===== src/rtl/afp_pkg.sv =====
package afp_pkg;

  // Effective sample width: programmed value plus one, clamped into [4, dw].
  function automatic int unsigned eff_size(input int unsigned m1, input int unsigned dw);
    int unsigned v;
    v = m1 + 1;
    if (v < 4) v = 4;
    if (v > dw) v = dw;
    return v;
  endfunction

  // Receive service: more entries than the threshold.
  function automatic logic rx_fire(input int unsigned cnt, input int unsigned thr, input logic ie);
    return ie && (cnt > thr);
  endfunction

  // Transmit service: entries not above threshold plus one.
  function automatic logic tx_fire(input int unsigned cnt, input int unsigned thr, input logic ie);
    return ie && (cnt <= thr + 1);
  endfunction

endpackage


===== src/rtl/afp_fifo.sv =====
module afp_fifo #(
  parameter int unsigned DW    = 32,
  parameter int unsigned DEPTH = 16,
  localparam int unsigned PW   = (DEPTH > 1) ? $clog2(DEPTH) : 1,
  localparam int unsigned CW   = $clog2(DEPTH + 1)
) (
  input  logic          clk,
  input  logic          rst_n,
  input  logic          flush,
  input  logic          push,
  input  logic [DW-1:0] din,
  input  logic          pop,
  output logic [DW-1:0] dout,
  output logic [CW-1:0] count,
  output logic          full,
  output logic          empty,
  output logic          push_ok,
  output logic          pop_ok
);

  logic [DW-1:0] mem [DEPTH];
  logic [PW-1:0] wr_ptr, rd_ptr;

  function automatic logic [PW-1:0] ptr_next(input logic [PW-1:0] p);
    return (p == PW'(DEPTH - 1)) ? '0 : p + PW'(1);
  endfunction

  assign full    = (count == CW'(DEPTH));
  assign empty   = (count == '0);
  assign pop_ok  = pop && !empty && !flush;
  assign push_ok = push && !flush && (!full || pop_ok);
  assign dout    = mem[rd_ptr];

  always_ff @(posedge clk) begin
    if (push_ok) mem[wr_ptr] <= din;
  end

  always_ff @(posedge clk or negedge rst_n) begin
    if (!rst_n) begin
      wr_ptr <= '0;
      rd_ptr <= '0;
      count  <= '0;
    end else if (flush) begin
      wr_ptr <= '0;
      rd_ptr <= '0;
      count  <= '0;
    end else begin
      if (push_ok) wr_ptr <= ptr_next(wr_ptr);
      if (pop_ok)  rd_ptr <= ptr_next(rd_ptr);
      unique case ({push_ok, pop_ok})
        2'b10:   count <= count + CW'(1);
        2'b01:   count <= count - CW'(1);
        default: count <= count;
      endcase
    end
  end

endmodule


===== src/rtl/afp_sticky.sv =====
module afp_sticky (
  input  logic clk,
  input  logic rst_n,
  input  logic set,
  input  logic clr,
  output logic q
);

  always_ff @(posedge clk or negedge rst_n) begin
    if (!rst_n)   q <= 1'b0;
    else if (set) q <= 1'b1;
    else if (clr) q <= 1'b0;
  end

endmodule


===== src/rtl/audio_fifo_pair.sv =====
module audio_fifo_pair
  import afp_pkg::*;
#(
  parameter int unsigned DW    = 32,
  parameter int unsigned DEPTH = 16,
  parameter int unsigned THW   = 4,
  localparam int unsigned SZW  = $clog2(DW),
  localparam int unsigned CW   = $clog2(DEPTH + 1)
) (
  input  logic           clk,
  input  logic           rst_n,
  input  logic           cfg_enable,
  input  logic [SZW-1:0] cfg_dsize_m1,
  input  logic [THW-1:0] cfg_rx_thr,
  input  logic [THW-1:0] cfg_tx_thr,
  input  logic           cfg_rx_ie,
  input  logic           cfg_tx_ie,
  input  logic           bus_wr_en,
  input  logic [DW-1:0]  bus_wdata,
  input  logic           bus_rd_en,
  output logic [DW-1:0]  bus_rdata,
  input  logic           ser_tx_req,
  output logic [DW-1:0]  ser_tx_data,
  input  logic           ser_rx_valid,
  input  logic [DW-1:0]  ser_rx_data,
  input  logic           clr_rx_overrun,
  input  logic           clr_tx_underrun,
  output logic [CW-1:0]  tx_count,
  output logic           tx_full,
  output logic           tx_empty,
  output logic [CW-1:0]  rx_count,
  output logic           rx_full,
  output logic           rx_empty,
  output logic           tx_req,
  output logic           rx_req,
  output logic           rx_overrun,
  output logic           tx_underrun
);

  // Named internal events (observed by the bound checker)
  logic          flush;
  logic          tx_push_ok, tx_pop_ok, rx_push_ok, rx_pop_ok;
  logic          rx_drop, tx_starve;
  logic [DW-1:0] size_mask;
  logic [DW-1:0] tx_head, rx_head;
  logic [DW-1:0] tx_last, rx_last;

  assign flush = !cfg_enable;

  // Right-justification mask from the programmed size
  always_comb begin
    int unsigned w;
    w = eff_size(int'(cfg_dsize_m1), DW);
    for (int b = 0; b < int'(DW); b++) size_mask[b] = (b < int'(w));
  end

  afp_fifo #(.DW(DW), .DEPTH(DEPTH)) u_tx_q (
    .clk(clk), .rst_n(rst_n), .flush(flush),
    .push(bus_wr_en), .din(bus_wdata), .pop(ser_tx_req),
    .dout(tx_head), .count(tx_count), .full(tx_full), .empty(tx_empty),
    .push_ok(tx_push_ok), .pop_ok(tx_pop_ok)
  );

  afp_fifo #(.DW(DW), .DEPTH(DEPTH)) u_rx_q (
    .clk(clk), .rst_n(rst_n), .flush(flush),
    .push(ser_rx_valid), .din(ser_rx_data & size_mask), .pop(bus_rd_en),
    .dout(rx_head), .count(rx_count), .full(rx_full), .empty(rx_empty),
    .push_ok(rx_push_ok), .pop_ok(rx_pop_ok)
  );

  // Hold registers: last sample sent and last sample read
  always_ff @(posedge clk or negedge rst_n) begin
    if (!rst_n) begin
      tx_last <= '0;
      rx_last <= '0;
    end else if (flush) begin
      tx_last <= '0;
      rx_last <= '0;
    end else begin
      if (tx_pop_ok) tx_last <= tx_head & size_mask;
      if (rx_pop_ok) rx_last <= rx_head;
    end
  end

  assign ser_tx_data = tx_empty ? tx_last : (tx_head & size_mask);
  assign bus_rdata   = rx_empty ? rx_last : rx_head;

  // Error events
  assign rx_drop   = ser_rx_valid && cfg_enable && rx_full && !rx_pop_ok;
  assign tx_starve = ser_tx_req && cfg_enable && tx_empty;

  afp_sticky u_ror (.clk(clk), .rst_n(rst_n), .set(rx_drop),   .clr(clr_rx_overrun),  .q(rx_overrun));
  afp_sticky u_tur (.clk(clk), .rst_n(rst_n), .set(tx_starve), .clr(clr_tx_underrun), .q(tx_underrun));

  // Level requests from current counts
  assign rx_req = rx_fire(int'(rx_count), int'(cfg_rx_thr), cfg_rx_ie);
  assign tx_req = tx_fire(int'(tx_count), int'(cfg_tx_thr), cfg_tx_ie);

endmodule


===== config.mk =====
export PLATFORM = sky130hd
export DESIGN_NAME = audio_fifo_pair
export DESIGN_NICKNAME = d
export VERILOG_FILES = /design/src/rtl/afp_pkg.sv /design/src/rtl/afp_fifo.sv /design/src/rtl/afp_sticky.sv /design/src/rtl/audio_fifo_pair.sv
export SDC_FILE = /design/constraint.sdc
export NUM_CORES = 1
export LEC_CHECK = 0
export BUFFER_PORTS_ARGS = -buffer_cell sky130_fd_sc_hd__buf_2
export CAP_MARGIN = 10
export CELL_PAD_IN_SITES_DETAIL_PLACEMENT = 0
export CELL_PAD_IN_SITES_GLOBAL_PLACEMENT = 1
export CORE_MARGIN = 4
export CORE_UTILIZATION = 52
export CTS_BUF_LIST = sky130_fd_sc_hd__clkbuf_16
export CTS_CLUSTER_DIAMETER = 30
export DETAILED_ROUTE_END_ITERATION = 10
export GPL_TIMING_DRIVEN = 1
export PLACE_DENSITY_LB_ADDON = 0.15
export RECOVER_POWER = 100
export SLEW_MARGIN = 20
export SYNTH_ARGS = -nofsm -noshare
export SYNTH_HDL_FRONTEND = slang
export SYNTH_SLANG_ARGS = --single-unit

===== constraint.sdc =====
create_clock -name clk -period 6.9 [get_ports clk]
set_input_delay 1.38 -clock clk [delete_from_list [all_inputs] [get_ports clk]]
set_output_delay 1.38 -clock clk [all_outputs]
set_load 0.005 [all_outputs]

==> results of run 1 <==
-- worst paths after layout --
path / start / to / slack, ns / cells past startpoint
max: u_rx_q.rd_ptr[1] / bus_rdata[14] / 0.82 / 6
min: tx_last[12] / tx_last[12] / 0.49 / 2
max in group asynchronous: rst_n / u_tx_q.rd_ptr[0] / 2.42 / 2
max reg2reg: u_rx_q.count[1] / u_rx_q.mem[7][15] / 2.26 / 6
min reg2reg: tx_last[12] / tx_last[12] / 0.49 / 2
min in group asynchronous: rst_n / u_rx_q.wr_ptr[1] / 1.50 / 1
-- registers in the layout, summed over array words and instances (netlist names) --
signal / cells
u_tx_q.rd_ptr: 4
u_rx_q.mem: 512
u_ror.q: 1
rx_last: 32
u_tx_q.mem: 512
u_tur.q: 1
u_rx_q.rd_ptr: 4
u_tx_q.wr_ptr: 4
u_tx_q.count: 5
tx_last: 32
u_rx_q.count: 5
u_rx_q.wr_ptr: 4
-- stage by stage --
step                      setup WS (ns)  total power, mW
after floorplan                    1.97             10.6
after global routing              0.566             22.5
after detailed placement           1.35             11.9
after CTS                          1.35             21.9
after global placement             1.46             11.8
final                             0.823             21.6
-- metal layers --
metal	vias to the layer above	wire length [um]	global-route usage, %
met5	-	46	0
met1	12300	43900	33.1
met3	203	9130	7.26
li1	9977	-	-
met4	6	3140	8.18
met2	944	55300	40.3
-- power by group --
part | leakage (nW) | switching [mW] | internal, mW
registers | 10.5 | 0.257 | 7.60
clock network | 3.52 | 3.32 | 6.66
logic | 4.09 | 2.02 | 1.76
-- cell usage in the layout (no fill, tap or decap), drive strengths merged, types with 27 or more instances in the layout --
cell type	count
a21oi	27
a22o	54
and2	32
buf	100
bufinv	36
clkbuf	332
clkinv	61
dfrtp	92
edfxtp	1024
ha	27
inv	93
mux4	308
nand2	191
nand3	42
nor2	49
o21ai	59
-- kinds of logic (layout without fill, tap and decap cells) --
logic type | after synthesis | count (layout) | synth area share, %
and+or+nand+nor | 407 | 407 | 4.23
xor gates and xnor gates | 15 | 15 | 0.292
adders and majority gates | 30 | 30 | 0.863
muxes | 324 | 324 | 15.8
DFF | 1116 | 1116 | 73.6
buffers and inverters | 169 | 639 | 1.85
AOI/OAI and AO/OA | 220 | 220 | 3.37
other | 0 | 5 | 0
-- critical path, delay by kind of cell, from the launching register on --
family	cells	cell delay, ns
mux	2	0.97
buf+inv	2	1.24
flops	1	1.49
simple gates	2	0.15
-- area by class of cell --
class | instances | area [um^2] | share of cell area [%]
diodes | 5 | 12.5 | 0.0232
clock buffers | 201 | 5030 | 9.34
clock inverters | 175 | 1980 | 3.69
inverters | 32 | 120 | 0.223
multi-input cells | 996 | 11100 | 20.7
flip-flops and latches | 1116 | 33100 | 61.4
well taps | 1144 | 1430 | 2.66
repair buffers | 231 | 1070 | 2.00
==> impl_metrics.toml, run 1 <==
[run_status]
outcome = "finished, violations left"
violations = "capacitance limit, slew limit"

[die]
dieArea_um2 = 91200
die_h_um = 302
start_util_pct = 52.6
num_io_pins = 170
die_width_um = 302
row_count = 107
coreArea_um2 = 85400

[drt]
drt_iter0_drc = 2207
wirelength_um = 112000
drtAntennaViolNets = 0
firstDrtPassIters = 5
drc = 0
viasPerCell = 6.02
routedWlPerCell_um = 28.6
routed-via-count = 23500

[setup_path]
arrival_ns = 4.70
start_kind = "flop"
cp_max_fo = 68
worstPathRequired_ns = 5.52
cp_cell_sequence = "clkbuf_4 -> mux4_2 -> mux4_2 -> nand2_1 -> nand2_1 -> clkbuf_1"
crit_path_end_kind = "output port"
slowest_stage = "dfrtp_2"
crit_type = "reg2out"
slowest_delay_ns = 1.49

[clocking]
htree_levels = 4
hold_buffers = 0
clockBufferDepth = 3
clk_pin_slew_ns = 0.05
post_cts_resized = 0
cts_tree = "done"
postCtsSetupBuffers = 0
clock_sinks = 1116
cts_root_buf = "clkbuf_16"
clk_latency_ns = 0.76
cts_made_buffers = 200

[synth]
syn-num-nets = 2398
yosysWarnings = 0
yosysUniqueCellTypes = 64
synth_top_cells_by_count = "edfxtp_1 (1024), mux4_2 (308), nand2_1 (191), dfrtp_1 (92), clkbuf_1 (85)"
synth_edf_count = 1024
synth_cells = 2281
yosys.area.top_type = "edfxtp_1"
yosysMostFrequentCell = "edfxtp_1"
synthTopCellsByArea = "edfxtp_1 (68%), mux4_2 (15%), dfrtp_1 (5.1%), nand2_1 (1.6%), a22o_1 (1.1%)"
syn_area_um2 = 44900
synth_top_flop_cell = "edfxtp_1"
ys_seq_elements = 1116
async_flop_share_pct = 8.24
syn_avg_cell_area_um2 = 19.7
ys_seq_area_share_pct = 73.6
synth_top_area_share_pct = 68.4

[global_route]
overflow = 0
grt_pass1_wl_um = 163000
grt_pass1_vias = 24300
grt_max_degree = 92
antenna_found_initial = 12
grt_usage_pct = 24.9

[timing]
post-route-period-util_pct = 88.1
fin_tns_setup_ns = 0
setup_viol = 0
maxSlewViolCount = 1484
period_minus_slack_ns = 6.08
slew_headroom_pct = -121
worstMarginPinSlew_ns = 3.31
holdWs_ns = 0.485
hold_viol_final = 0
rsz0062_at_grt = "no"
finClkSkew_ns = 0.0255
max_freq_mhz = 165

[placed_design]
io_buffers = 169
dp.cells = 3519
dpl_cell_area_um2 = 47200
dp_hpwl_um = 61900
globalplace.congestion = 0.881

[pwr]
ir_worst_vdd_v = 0.000305
power_density_nw_per_um2 = 401
p_leak_nw = 18.1

[layout]
drive_gt1_share_pct = 28.0
nNetsFinal = 2694
fillCellCount = 6050
layout.cells.non_filler = 3900
final_area_um2 = 53800
utilization_pct = 63.0
area_growth_pct = 19.8

[min_path]
hp-class = "reg2reg"

[run]
drv_cap = 46
Power figures use the tool's default switching activity.
==> run 2: changes to the inputs <==
--- a/config.mk
+++ b/config.mk
@@ -5,6 +5,7 @@
 export SDC_FILE = /design/constraint.sdc
 export NUM_CORES = 1
 export LEC_CHECK = 0
+export ABC_AREA = 1
 export BUFFER_PORTS_ARGS = -buffer_cell sky130_fd_sc_hd__buf_2
 export CAP_MARGIN = 10
 export CELL_PAD_IN_SITES_DETAIL_PLACEMENT = 0
@@ -16,8 +17,7 @@
 export DETAILED_ROUTE_END_ITERATION = 10
 export GPL_TIMING_DRIVEN = 1
 export PLACE_DENSITY_LB_ADDON = 0.15
-export RECOVER_POWER = 100
-export SLEW_MARGIN = 20
+export RECOVER_POWER = 50
 export SYNTH_ARGS = -nofsm -noshare
 export SYNTH_HDL_FRONTEND = slang
 export SYNTH_SLANG_ARGS = --single-unit
==> run 2 against run 1 <==
- the flow still finishes with violations (capacitance limit, slew limit)
- die area up 2.4%
- total power up 2.5%
- design area up 2.8%
- synthesized area up 2.4%
- critical endpoint is now u_rx_q.mem[9][16]
- largest power group unchanged
==> impl_metrics.toml, run 2 <==
[die]
start_util_pct = 52.7
die_width_um = 305
die_h_um = 305
dieArea_um2 = 93300
coreArea_um2 = 87300
num_io_pins = 170
row_count = 108

[setup_path]
slowest_stage = "clkbuf_1"
slowest_delay_ns = 1.24
arrival_ns = 5.99
r2r_slack_ns = 1.72
cp_max_fo = 35
r2r_start = "u_rx_q.count[1]"
startpoint = "cfg_enable"
crit_path_end = "u_rx_q.mem[9][16]"
cp_cell_sequence = "clkbuf_1 -> inv_1 -> nor2_4 -> clkbuf_1 -> inv_1 -> nand2_1 -> nand2_1 -> inv_1 -> nand2_1 -> nor2_4 -> buf_4"
crit_path_end_kind = "flop"
r2r_end = "u_rx_q.mem[9][16]"
crit_type = "in2reg"
r2r_cells = 13
start_kind = "primary input"
worstPathRequired_ns = 7.37

[layout]
layout_commonest_cell = "edfxtp_1"
fillCellCount = 6708
utilization_pct = 63.4
area_growth_pct = 20.2
top_regs = "u_rx_q.mem: 512 flops, u_tx_q.mem: 512 flops"
layout.cells.non_filler = 5449
nNetsFinal = 4220
drive_gt1_share_pct = 13.9
final_area_um2 = 55300
final_cell_mix = "edfxtp_1 (1024), nand2_1 (695), nor2_1 (617)"

[synth]
synthTopCellsByArea = "edfxtp_1 (67%), nand2_1 (5.6%), nor2_1 (5.2%), dfrtp_1 (5.0%), o21ai_0 (4.5%)"
yosysMostFrequentCell = "edfxtp_1"
syn_avg_cell_area_um2 = 11.9
synth_top_flop_cell = "edfxtp_1"
synth_cells = 3873
synth_edf_count = 1024
synth_top_cells_by_count = "edfxtp_1 (1024), nand2_1 (689), nor2_1 (643), o21ai_0 (418), nand3_1 (198)"
syn_area_um2 = 46000
ys_seq_elements = 1116
yosys.area.top_type = "edfxtp_1"
async_flop_share_pct = 8.24
yosysUniqueCellTypes = 41
synth_top_area_share_pct = 66.8
syn-num-nets = 3990
ys_seq_area_share_pct = 71.8
yosysWarnings = 0

[clocking]
clk_pin_slew_ns = 0.05
htree_levels = 4
clockBufferDepth = 3
cts_made_buffers = 211
cts_root_buf = "clkbuf_16"
clock_sinks = 1116
cts_tree = "done"
clk_latency_ns = 0.79
postCtsSetupBuffers = 0
hold_buffers = 0
post_cts_resized = 0

[timing]
finClkSkew_ns = 0.0293
setup_viol = 0
period_minus_slack_ns = 5.52
slew_headroom_pct = -114
max_freq_mhz = 181
post-route-period-util_pct = 79.9
hold_viol_final = 0
rsz0062_at_grt = "no"
holdWs_ns = 0.474
maxSlewViolCount = 420
fin_tns_setup_ns = 0
setup_slack_ns = 1.38
worstMarginPinSlew_ns = 3.21

[pwr]
swShare_pct = 28.8
sequentialPowerShare_pct = 35.2
p_leak_nw = 20.2
power_frac_comb_pct = 17.2
ir_worst_vdd_v = 0.000285
p_int_mw = 15.8
p_sw_mw = 6.39
power_frac_clock_pct = 47.6
power_mw = 22.2
power_density_nw_per_um2 = 400

[run]
drv_cap = 13

[global_route]
overflow = 0
grt_usage_pct = 26.9
grt_max_degree = 155
antenna_found_initial = 12
grt_pass1_wl_um = 188000
grt_pass1_vias = 29700

[min_path]
hp-class = "reg2reg"

[run_status]
violations = "capacitance limit, slew limit"
outcome = "finished, violations left"

[drt]
wirelength_um = 127000
viasPerCell = 5.66
routedWlPerCell_um = 23.3
drt_iter0_drc = 2965
firstDrtPassIters = 6
drtAntennaViolNets = 0
routed-via-count = 30800
drc = 0

[placed_design]
globalplace.congestion = 0.809
preCtsSetupSlack_ns = 2.00
io_buffers = 169
dpl_cell_area_um2 = 48000
dp_hpwl_um = 70200
dp.cells = 5045
[run 2: cell types whose count changed in the layout (fill, tap and decap cells not counted), moves of 23 or more]
| cell | previous run | this run |
|---|---|---|
| nand3_1 | 42 | 198 |
| o21ai_1 | 9 | 57 |
| a22o_1 | 54 | 0 |
| o22ai_1 | 5 | 66 |
| buf_2 | 85 | 123 |
| mux4_2 | 308 | 0 |
| o21ai_0 | 50 | 424 |
| nor2_1 | 41 | 617 |
| clkbuf_1 | 126 | 65 |
| inv_1 | 67 | 123 |
| nand2_1 | 191 | 695 |
| nor2_4 | 8 | 31 |
| buf_4 | 11 | 58 |
| o211ai_1 | 0 | 127 |
[run 2: final cells by class]
type | instances | area, um^2 | area share [%]
sequential | 1116 | 33100 | 59.8
timing repair buffer | 249 | 1340 | 2.42
antenna | 6 | 15.0 | 0.0271
clock buffer | 213 | 5330 | 9.63
multi-input combinational | 2407 | 11500 | 20.8
clock inverter | 185 | 2170 | 3.92
inverter | 118 | 453 | 0.818
tap | 1155 | 1450 | 2.61
[run 2: worst min path at each step]
stage	from	to	slack, ns	depth (start not counted)
detailed placement	rx_last[31]	rx_last[31]	0.47	2
CTS	rx_last[11]	rx_last[11]	0.48	2
global placement	rx_last[20]	rx_last[20]	0.46	2
finish	rx_last[18]	rx_last[18]	0.47	2
floorplan	rx_last[0]	rx_last[0]	0.45	2
global route	rx_last[10]	rx_last[10]	0.49	2
[run 2: kinds of logic after synthesis]
group / synth area share, %
compound gates: 9.62
xor+xnor: 0.209
fa+ha+maj: 0.821
buf+inv: 3.57
flops: 71.8
simple gates: 14.0
[run 2: critical path, delay by kind of cell]
family	cells	cell delay, ns
and+or+nand+nor	5	1.63
buffers and inverters	6	2.95
[run 2: layer usage]
layer / vias to the layer above / wire length, um / global-route usage (%)
met5: - / 48 / 0
met4: 8 / 3320 / 9.16
met3: 204 / 10200 / 5.64
met2: 1185 / 61000 / 43.7
met1: 15100 / 52200 / 36.7
li1: 14300 / - / -
[run 2: power by group through the flow]
stage | logic [mW] | clock network (mW) | registers (mW)
3_5_place_dp | 3.84 | 0 | 7.91
6_report | 3.82 | 10.5 | 7.79
3_3_place_gp | 3.81 | 0 | 7.90
2_1_floorplan | 2.59 | 0 | 7.82
4_1_cts | 3.86 | 10.6 | 7.78
5_1_grt | 4.29 | 11.0 | 7.81
